File: src/rtl/fpte_pkg.sv
`timescale 1ns/1ps
package fpte_pkg;

  typedef enum logic {
    RP_RUN   = 1'b0,
    RP_STALL = 1'b1
  } rp_state_e;

  // Limit a requested mask width to the fraction field width.
  function automatic int unsigned clamp_n(input int unsigned raw, input int unsigned lim);
    return (raw > lim) ? lim : raw;
  endfunction

  // One bit of the ignore mask: fraction bit idx is ignored when approximate and idx < n.
  function automatic logic bit_ignored(input logic apx, input int unsigned idx,
                                       input int unsigned n, input int unsigned frac_w);
    return apx && (idx < frac_w) && (idx < n);
  endfunction

endpackage

File: src/rtl/fpte_cfg.sv
`timescale 1ns/1ps
module fpte_cfg #(
  parameter int DATA_W = 32,
  parameter int FRAC_W = 23,
  parameter int NW     = 5,
  parameter int CNT_W  = 32
) (
  input  logic              clk,
  input  logic              rst_n,
  input  logic              wr_en,
  input  logic [1:0]        wr_addr,
  input  logic [DATA_W-1:0] wr_data,
  input  logic [1:0]        rd_addr,
  output logic [DATA_W-1:0] rd_data,
  input  logic [CNT_W-1:0]  act_cnt,
  input  logic [CNT_W-1:0]  err_cnt,
  output logic              mode_apx,
  output logic [NW-1:0]     mode_n,
  output logic              cnt_clr
);
  localparam logic [1:0] A_MODE = 2'd0;
  localparam logic [1:0] A_ACT  = 2'd1;
  localparam logic [1:0] A_ERR  = 2'd2;
  localparam int         N_LSB  = 8;

  logic unused_wr_bits;
  assign unused_wr_bits = ^{wr_data[DATA_W-1:N_LSB+NW], wr_data[N_LSB-1:1]};

  always_ff @(posedge clk) begin
    if (!rst_n) begin
      mode_apx <= 1'b0;
      mode_n   <= '0;
    end else if (wr_en && wr_addr == A_MODE) begin
      mode_apx <= wr_data[0];
      mode_n   <= NW'(fpte_pkg::clamp_n(int'(wr_data[N_LSB +: NW]), FRAC_W));
    end
  end

  assign cnt_clr = wr_en && (wr_addr == A_ACT);

  always_comb begin
    rd_data = '0;
    case (rd_addr)
      A_MODE: begin
        rd_data[0]          = mode_apx;
        rd_data[N_LSB +: NW] = mode_n;
      end
      A_ACT:   rd_data = DATA_W'(act_cnt);
      A_ERR:   rd_data = DATA_W'(err_cnt);
      default: rd_data = '0;
    endcase
  end
endmodule

File: src/rtl/fpte_mask.sv
`timescale 1ns/1ps
module fpte_mask #(
  parameter int DATA_W = 32,
  parameter int FRAC_W = 23,
  parameter int NW     = 5
) (
  input  logic [DATA_W-1:0] flags,
  input  logic              apx,
  input  logic [NW-1:0]     n,
  output logic              any_unmasked,
  output logic              any_flag
);
  logic [DATA_W-1:0] ignore;
  logic [DATA_W-1:0] kept;

  for (genvar g = 0; g < DATA_W; g++) begin : g_bit
    if (g < FRAC_W) begin : g_frac
      assign ignore[g] = fpte_pkg::bit_ignored(apx, g, int'(n), FRAC_W);
    end else begin : g_protected
      assign ignore[g] = 1'b0;
    end
  end

  assign kept         = flags & ~ignore;
  assign any_unmasked = |kept;
  assign any_flag     = |flags;
endmodule

File: src/rtl/fpte_replay.sv
`timescale 1ns/1ps
module fpte_replay #(
  parameter int DATA_W    = 32,
  parameter int NW        = 5,
  parameter int STALL_CYC = 3,
  parameter int MAX_RETRY = 4
) (
  input  logic              clk,
  input  logic              rst_n,
  input  logic              in_valid,
  input  logic [DATA_W-1:0] in_a,
  input  logic [DATA_W-1:0] in_b,
  output logic              in_ready,
  input  logic              cur_apx,
  input  logic [NW-1:0]     cur_n,
  input  logic              unm_err,
  output logic              dp_valid,
  output logic [DATA_W-1:0] dp_a,
  output logic [DATA_W-1:0] dp_b,
  output logic              dp_apx,
  output logic [NW-1:0]     dp_n,
  output logic              done_valid,
  output logic              replay_stall,
  output logic              fatal
);
  localparam int RW = $clog2(MAX_RETRY + 1);
  localparam int SW = $clog2(STALL_CYC + 1);

  fpte_pkg::rp_state_e st;
  logic [RW-1:0] retry;
  logic [SW-1:0] stall_cnt;
  logic          accept;
  logic          at_limit;
  logic          bad_exec;

  assign bad_exec     = dp_valid && unm_err;
  assign at_limit     = (retry == RW'(MAX_RETRY));
  assign in_ready     = (st == fpte_pkg::RP_RUN) && !bad_exec;
  assign accept       = in_valid && in_ready;
  assign done_valid   = dp_valid && !unm_err;
  assign fatal        = bad_exec && at_limit;
  assign replay_stall = (st == fpte_pkg::RP_STALL);

  always_ff @(posedge clk) begin
    if (!rst_n) begin
      st        <= fpte_pkg::RP_RUN;
      retry     <= '0;
      stall_cnt <= '0;
      dp_valid  <= 1'b0;
      dp_a      <= '0;
      dp_b      <= '0;
      dp_apx    <= 1'b0;
      dp_n      <= '0;
    end else begin
      case (st)
        fpte_pkg::RP_RUN: begin
          if (bad_exec) begin
            dp_valid <= 1'b0;
            if (at_limit) begin
              retry <= '0;
            end else begin
              retry     <= retry + 1'b1;
              stall_cnt <= '0;
              st        <= fpte_pkg::RP_STALL;
            end
          end else if (accept) begin
            dp_valid <= 1'b1;
            dp_a     <= in_a;
            dp_b     <= in_b;
            dp_apx   <= cur_apx;
            dp_n     <= cur_n;
            retry    <= '0;
          end else begin
            dp_valid <= 1'b0;
          end
        end
        fpte_pkg::RP_STALL: begin
          if (stall_cnt == SW'(STALL_CYC - 1)) begin
            st       <= fpte_pkg::RP_RUN;
            dp_valid <= 1'b1;
          end else begin
            stall_cnt <= stall_cnt + 1'b1;
          end
        end
        default: st <= fpte_pkg::RP_RUN;
      endcase
    end
  end
endmodule

File: src/rtl/fpte_metric.sv
`timescale 1ns/1ps
module fpte_metric #(
  parameter int CNT_W = 32
) (
  input  logic             clk,
  input  logic             rst_n,
  input  logic             clr,
  input  logic             active,
  input  logic             err,
  output logic [CNT_W-1:0] act_cnt,
  output logic [CNT_W-1:0] err_cnt
);
  function automatic logic [CNT_W-1:0] sat_inc(input logic [CNT_W-1:0] v, input logic en);
    return (en && v != {CNT_W{1'b1}}) ? v + 1'b1 : v;
  endfunction

  always_ff @(posedge clk) begin
    if (!rst_n || clr) begin
      act_cnt <= '0;
      err_cnt <= '0;
    end else begin
      act_cnt <= sat_inc(act_cnt, active);
      err_cnt <= sat_inc(err_cnt, active && err);
    end
  end
endmodule

File: src/rtl/fp_terr_ctrl.sv
`timescale 1ns/1ps
module fp_terr_ctrl #(
  parameter int DATA_W    = 32,
  parameter int FRAC_W    = 23,
  parameter int STALL_CYC = 3,
  parameter int MAX_RETRY = 4,
  parameter int CNT_W     = 32
) (
  input  logic              clk,
  input  logic              rst_n,
  input  logic              cfg_wr_en,
  input  logic [1:0]        cfg_wr_addr,
  input  logic [DATA_W-1:0] cfg_wr_data,
  input  logic [1:0]        cfg_rd_addr,
  output logic [DATA_W-1:0] cfg_rd_data,
  input  logic              in_valid,
  output logic              in_ready,
  input  logic [DATA_W-1:0] in_a,
  input  logic [DATA_W-1:0] in_b,
  output logic              dp_valid,
  output logic [DATA_W-1:0] dp_a,
  output logic [DATA_W-1:0] dp_b,
  output logic              dp_approx,
  input  logic [DATA_W-1:0] err_flags,
  output logic              done_valid,
  output logic              done_masked_err,
  output logic              replay_stall,
  output logic              fatal_err
);
  localparam int NW = $clog2(FRAC_W + 1);

  logic             mode_apx;
  logic [NW-1:0]    mode_n;
  logic [NW-1:0]    dp_n;
  logic             cnt_clr;
  logic             unm_err;
  logic             any_flag;
  logic [CNT_W-1:0] act_cnt;
  logic [CNT_W-1:0] err_cnt;

  fpte_cfg #(.DATA_W(DATA_W), .FRAC_W(FRAC_W), .NW(NW), .CNT_W(CNT_W)) u_cfg (
    .clk(clk), .rst_n(rst_n),
    .wr_en(cfg_wr_en), .wr_addr(cfg_wr_addr), .wr_data(cfg_wr_data),
    .rd_addr(cfg_rd_addr), .rd_data(cfg_rd_data),
    .act_cnt(act_cnt), .err_cnt(err_cnt),
    .mode_apx(mode_apx), .mode_n(mode_n), .cnt_clr(cnt_clr)
  );

  fpte_mask #(.DATA_W(DATA_W), .FRAC_W(FRAC_W), .NW(NW)) u_mask (
    .flags(err_flags), .apx(dp_approx), .n(dp_n),
    .any_unmasked(unm_err), .any_flag(any_flag)
  );

  fpte_replay #(.DATA_W(DATA_W), .NW(NW), .STALL_CYC(STALL_CYC), .MAX_RETRY(MAX_RETRY)) u_replay (
    .clk(clk), .rst_n(rst_n),
    .in_valid(in_valid), .in_a(in_a), .in_b(in_b), .in_ready(in_ready),
    .cur_apx(mode_apx), .cur_n(mode_n), .unm_err(unm_err),
    .dp_valid(dp_valid), .dp_a(dp_a), .dp_b(dp_b), .dp_apx(dp_approx), .dp_n(dp_n),
    .done_valid(done_valid), .replay_stall(replay_stall), .fatal(fatal_err)
  );

  fpte_metric #(.CNT_W(CNT_W)) u_metric (
    .clk(clk), .rst_n(rst_n), .clr(cnt_clr),
    .active(dp_valid), .err(unm_err),
    .act_cnt(act_cnt), .err_cnt(err_cnt)
  );

  assign done_masked_err = done_valid && any_flag;
endmodule

File: config.mk
export PLATFORM = sky130hd
export DESIGN_NAME = fp_terr_ctrl
export DESIGN_NICKNAME = d
export VERILOG_FILES = /design/src/rtl/fpte_pkg.sv /design/src/rtl/fpte_cfg.sv /design/src/rtl/fpte_mask.sv /design/src/rtl/fpte_replay.sv /design/src/rtl/fpte_metric.sv /design/src/rtl/fp_terr_ctrl.sv
export SDC_FILE = /design/constraint.sdc
export NUM_CORES = 1
export LEC_CHECK = 0
export ABC_AREA = 1
export BUFFER_PORTS_ARGS = -buffer_cell sky130_fd_sc_hd__buf_2
export CORE_ASPECT_RATIO = 0.5
export CORE_MARGIN = 2
export CORE_UTILIZATION = 31
export CTS_BUF_LIST = sky130_fd_sc_hd__clkbuf_8
export DETAILED_ROUTE_END_ITERATION = 16
export GPL_TIMING_DRIVEN = 1
export PLACE_DENSITY = 0.6
export SETUP_SLACK_MARGIN = 0.02
export SYNTH_ARGS = -nofsm -noshare
export SYNTH_HDL_FRONTEND = slang
export SYNTH_HIERARCHICAL = 1
export SYNTH_SLANG_ARGS = --single-unit
File: constraint.sdc
create_clock -name clk -period 6.7 [get_ports clk]
set_input_delay 2.01 -clock clk [delete_from_list [all_inputs] [get_ports clk]]
set_output_delay 2.01 -clock clk [all_outputs]
set_load 0.02 [all_outputs]
Word-level counts from Yosys, hierarchy flattened
Index checks and enable logic that the tools add are counted.
Widths: inputs -> output; s select.
{ "totals": {"reg_bits": 147, "inputBits": 136, "out_inout_bits": 103, "word_cells": 120} }
{ "classes": {"addsub": 4, "n_lt_le_gt_ge": 24, "n_eq_ne": 11, "muxes": 20, "bitwise_logic": 4, "reduce_logical": 45} }
{ "op_table": {"columns": ["cell", "n"], "rows": [
  ["$add 32x1->32 const B", 2],
  ["$ne 32x32->1 const B", 2],
  ["$reduce_or 32->1", 2],
  ["$lt 4x5->1 const A", 8],
  ["$pmux 19 s2", 1],
  ["$lt 5x5->1 const A", 7],
  ["$logic_and 1x1->1", 33],
  ["$and 32x32->32", 1],
  ["$not 23->32", 1],
  ["$lt 3x5->1 const A", 4],
  ["$pmux 5 s3", 1],
  ["$pmux 7 s2", 1],
  ["$lt 1x5->1 const A", 2],
  ["$lt 2x5->1 const A", 2],
  ["$mux 3", 3],
  ["$mux 1", 6],
  ["$mux 2", 3],
  ["$ne 2x2->1 const B", 3],
  ["$reduce_and 3->1", 2],
  ["$gt 5x5->1 const B", 1],
  ["$mux 5", 1],
  ["$eq 2x1->1 const B", 2],
  ["$eq 2x2->1 const B", 2],
  ["$logic_not 2->1", 2],
  ["12 further kinds", 16]
]} }

Longest topological paths before layout
{ "depth": {"word_depth": 12, "depth_mapped": 19, "depth_no_buf": 18} }

By module
Netlist, hierarchy kept.
{ "by_module_without_submodules": {"columns": ["module", "instances", "cells_each", "area_per_inst_um2", "seq_area_each_um2"], "rows": [
  ["fpte_metric", 1, 657, 3931.3, 1281.2],
  ["fpte_replay", 1, 365, 3051.7, 1541.5],
  ["fpte_cfg", 1, 177, 893.4, 120.1],
  ["fpte_mask", 1, 126, 563.0, 0.0],
  ["fp_terr_ctrl", 1, 2, 7.5, 0.0]
]} }

Worst setup path after synthesis
No wires, ideal clock.
{ "synth_path": {"path_kind": "input -> output", "startpoint": "input port err_flags[26]", "endpoint": "output port done_masked_err", "arrival_ps": 3335, "t_required_ps": 4690, "setup_slack_ps": 1355, "stages": 10, "n_path_buf": 0, "path_cell_list": "or2_1 nor2_1 nand2_1 nor2_2 nand2_1 nor2_2 nand3_1 nor2_1 nand2_1 inv_1"} }
{ "synth_via": {"elab_chain_cells": 5, "elab_cells_between_ends": 6, "classes_between": "bitwise (1); reduce/logical (5)"} }
{ "synth_lines": {"columns": ["item", "line", "text"], "rows": [
  ["from (decl)", "fp_terr_ctrl.sv:24", "input logic [DATA_W-1:0] err_flags,"],
  ["$and 32x32->32", "fpte_mask.sv:24", "assign kept = flags & ~ignore;"],
  ["$reduce_or 32->1", "fpte_mask.sv:25", "assign any_unmasked = |kept;"],
  ["named net unm_err", "fp_terr_ctrl.sv:36", "logic unm_err;"],
  ["$logic_not 1->1", "fpte_replay.sv:40", "assign done_valid = dp_valid && !unm_err;"],
  ["$logic_and 1x1->1", "fpte_replay.sv:40", null],
  ["named net done_valid", "fp_terr_ctrl.sv:25", "output logic done_valid,"],
  ["$logic_and 1x1->1", "fp_terr_ctrl.sv:68", "assign done_masked_err = done_valid && any_flag;"],
  ["to (decl)", "fp_terr_ctrl.sv:26", "output logic done_masked_err,"]
]} }
The timed path passes the listed nets, and every way through them passes these cells.

Worst setup path after layout
{ "layout_path": {"startpoint": "input port cfg_rd_addr[0]", "endpoint": "output port cfg_rd_data[7]"} }
{ "layout_via": {"elab_chain_cells": 2, "elab_cells_between_ends": 3, "classes_between": "eq/ne (2); mux (1)"} }
{ "layout_lines": {"columns": ["item", "line", "text"], "rows": [
  ["from (decl)", "fp_terr_ctrl.sv:14", "input logic [1:0] cfg_rd_addr,"],
  ["$eq 2x2->1 or $eq 2x1->1 (tied branches)", "fpte_cfg.sv:43", "case (rd_addr)"],
  ["$pmux 7 s2 (*)", "fpte_cfg.sv:43", null],
  ["to (decl)", "fp_terr_ctrl.sv:15", "output logic [DATA_W-1:0] cfg_rd_data,"]
]} }
Mark *: on every way between the ends. The rest lies on a longest branch, timed or not.

==> summary.md <==
Hold timing on the final database bottoms out at a slack of 462.8 ps. Leaving out fill and tap cells, the most frequent cell in the layout is sky130_fd_sc_hd__nand2_1. The startpoint identified for the worst hold timing path is u_replay/dp_a[18]$_SDFFE_PN0P_. The insertion delay of the later-clocked pin in the worst-skew pair was 480 ps; the wire length of the first global-routing pass was 41,400 um. The run finished with clean final reports. The worst hold path belongs to the class reg2reg. Adding up every negative setup slack in the final design gives 0 ps. No sink is reached through more buffers than the 2 on the longest clock path. The routed layout has 8,864 vias. STA classifies the critical path endpoint as an output pin.

Clock-pin slew was measured on the worst setup and hold paths at 80 ps. sky130_fd_sc_hd__dfxtp_1 takes more of the synthesized area than any other cell. The starting utilization of the core area is 31.77%. TritonCTS built the clock tree. The die covers 28,660 um2. The share of synthesized area in the top cell type comes to 34.84%. After filler insertion, the fill cell instance count of the layout stands at 2,928. The Yosys warning count was 6. The final hold violation count is 0, and the number of nets still failing antenna checks after routing is 0.

By area the synthesized netlist is led by sky130_fd_sc_hd__dfxtp_1, sky130_fd_sc_hd__nand2_1, sky130_fd_sc_hd__nand3_1. Synthesis produced a netlist with a net count of 1,472. The critical path starts at cfg_rd_addr[0].

The run gives 1,875 as the final standard cell count with taps included and fillers excluded. Setup violations remaining at the end of the flow were counted as 0. The library cells used most frequently in the layout, excluding fill and tap cells, are sky130_fd_sc_hd__nand2_1, sky130_fd_sc_hd__buf_2, sky130_fd_sc_hd__nor2_1, sky130_fd_sc_hd__nand3_1, sky130_fd_sc_hd__dfxtp_1. The first routing iteration left 573 violations. From bottom edge to top edge, the die measures 120.7 um.

The post-route netlist has 20.62% of its cells at a drive strength greater than 1. The area growth from synthesis to layout is 18.31%. For this run the aggregate overflow at the end of global routing stands at 0. The logic depth of the worst register-to-register path was 13; the total power divided by cell area was 198.9 nW/um2.

The count of hold buffers inserted by post-cts repair is 0, and the maximum number of pins on one net before global-route repair is 73. The die is 237.4 um wide. The number of antenna violations at the first check in global routing came out at 0.

The count of buffers added by post-CTS timing repair for setup was 0; the H-tree depth was 4. The worst setup path category is in2out. Setup repair after global routing left no endpoint under its margin. The number of placed instances, taps included, is 1,844.

The cell count after synthesis is 1,327. The logs give 25,840 um for the final wirelength and 0.004379 uW for the total leakage power. The worst register-to-register path ends at u_replay/dp_b[3]$_SDFFE_PN0P_.

The tools report the maximum vdd ir drop as 0.1306 mV. The tree built by TritonCTS fans out to 147 sinks. In the final design database the tool counted 1,656 nets. The run gives 7,944 as the via count of the first global-routing pass. The startpoint identified for the worst register-to-register timing path is u_replay/dp_apx$_SDFFE_PN0P_. The run gives 239 as the count of boundary I/O pins. The max-slew violation count was 0. Clock tree synthesis inserted a total of 17 buffers.

The number of maximum-capacitance violations is 0, and the final cycle utilization of the critical path is 83.59%. The tools report the startpoint kind of the worst setup timing path as an input pin. With fillers left out, the area of the finished cells amounts to 9993 um2.

The region available for standard cell placement spans 26,590 um2. The number of instances resized during post-cts repair was 0; the global-route usage over all layers was 18.12%. The diode insertion count for antenna repair was 0; the routability congestion estimate was 0.8709.

Dividing the synthesized area by the synthesized cell count gives 6.365 um2. The worst pin sits at a relative slew slack of 41.85%. Following the worst setup path forward leads to its endpoint at cfg_rd_data[7].

The maximum clock frequency is 0.1786 GHz, and the number of buffers added on ports is 212. Summing the sequential cell areas from Yosys gives 34.84% of the chip area. Setup slack on the worst reg-to-reg path comes out at 3910 ps. After synthesis the cells add up to 8447 um2. Detailed placement finished with a half-perimeter wire length of 18,900 um.

After detailed routing, the number of remaining DRC violations is 0. The average wire per cell in the routed design came out at 13.78 um. The synthesized design contains 147 register bits.

The run gives 13.32 ps as the final clock skew. The peak fanout along the critical path was 19. For the worst setup path, the data arrival time is 3590 ps. At the worst endpoint, the required time is 4690 ps. The worst-margin pin slew is 872.2 ps, and the shortest period the worst path allows is 5601 ps. The placed instances occupy a cell area of 9605 um2. The worst hold path depth is 2.

The root buffer selected by CTS is sky130_fd_sc_hd__clkbuf_8. After detailed routing, the number of vias per cell comes to 4.727. Counting distinct cell types in the post-synthesis netlist gives 39. Row generation in the floorplan step produced 42 rows. The number of iterations in the first detailed-routing pass was 5.
-- power by group --
part | switching [uW] | total, uW | internal [uW]
sequential | 28.0 | 942 | 914
clock | 358 | 712 | 354
combinational | 226 | 334 | 108
-- critical path, stage by stage --
cell                      delay [ps]
sky130_fd_sc_hd__buf_2           120
sky130_fd_sc_hd__inv_1            70
sky130_fd_sc_hd__ha_1            590
sky130_fd_sc_hd__buf_4           320
sky130_fd_sc_hd__nand2_1          70
sky130_fd_sc_hd__a21oi_1         190
sky130_fd_sc_hd__buf_2           210
-- metrics by stage --
stage / worst slack, ps / utilization (%) / power, uW
after floorplan: 1355 / - / 1205
after detailed placement: 1110 / 36.12 / 1300
after global placement: 1118 / 36.12 / 1297
final: 1099 / 37.58 / 1988
after global routing: 955.7 / 37.58 / 2094
after CTS: 1101 / 37.58 / 2022
-- synth_stat cells (all sizes together) --
library cell  number
and2               1
clkbuf             8
nand2            424
inv              106
buf               46
nor3b              1
clkinv             3
nor4               5
o21ai              8
nand3            163
a31oi              5
dfxtp            147
nor3               6
a21oi            149
nand3b             3
or2                5
ha                 9
nand4             24
xnor2              1
nor2             211
xor2               2
-- cell families after synthesis --
group / count (synthesis) / share of synthesized area, %
AO/OA/AOI/OAI: 162 / 9.984
XOR/XNOR: 3 / 0.3111
adder cells (fa/ha/maj): 9 / 1.333
buffers and inverters: 163 / 9.673
flip-flops: 147 / 34.84
AND/OR/NAND/NOR: 843 / 43.86
-- layout make-up --
type	count	area, um2	area share (%)
clock buffer	20	275.3	2.754
clock inverter	11	112.6	1.127
inverter	109	414.1	4.144
multi-input combinational	1017	4695	46.98
sequential	147	2943	29.45
tap	352	440.4	4.407
timing repair buffer	219	1114	11.14
-- metal layers --
metal | GRT usage (%) | vias to the layer above | share of wire (%)
met3 | 3.470 | 40 | 4.4
met2 | 29.16 | 187 | 45
met5 | 0 | - | 0
met4 | 7.311 | 0 | 2.3
met1 | 23.96 | 4000 | 48
li1 | - | 4637 | -
-- worst min-delay path by stage --
stage	end	slack, ps
3_3_place_gp	u_replay/dp_b[17]$_SDFFE_PN0P_	450
6_report	u_replay/dp_a[18]$_SDFFE_PN0P_	460
2_1_floorplan	u_replay/dp_n[2]$_SDFFE_PN0P_	440
3_5_place_dp	u_replay/dp_b[31]$_SDFFE_PN0P_	450
5_1_grt	u_replay/dp_b[0]$_SDFFE_PN0P_	480
4_1_cts	u_replay/dp_a[4]$_SDFFE_PN0P_	470
-- registers in the layout, indices dropped and copies added, names as in the netlist --
name / flops
u_replay/replay_stall: 1
u_cfg/mode_apx: 1
u_replay/stall_cnt: 2
u_replay/dp_a: 32
u_replay/dp_valid: 1
u_metric/act_cnt: 32
u_replay/dp_b: 32
u_replay/retry: 3
u_replay/dp_n: 5
u_metric/err_cnt: 32
u_cfg/mode_n: 5
u_replay/dp_apx: 1
(Power assumes the default switching activity.)
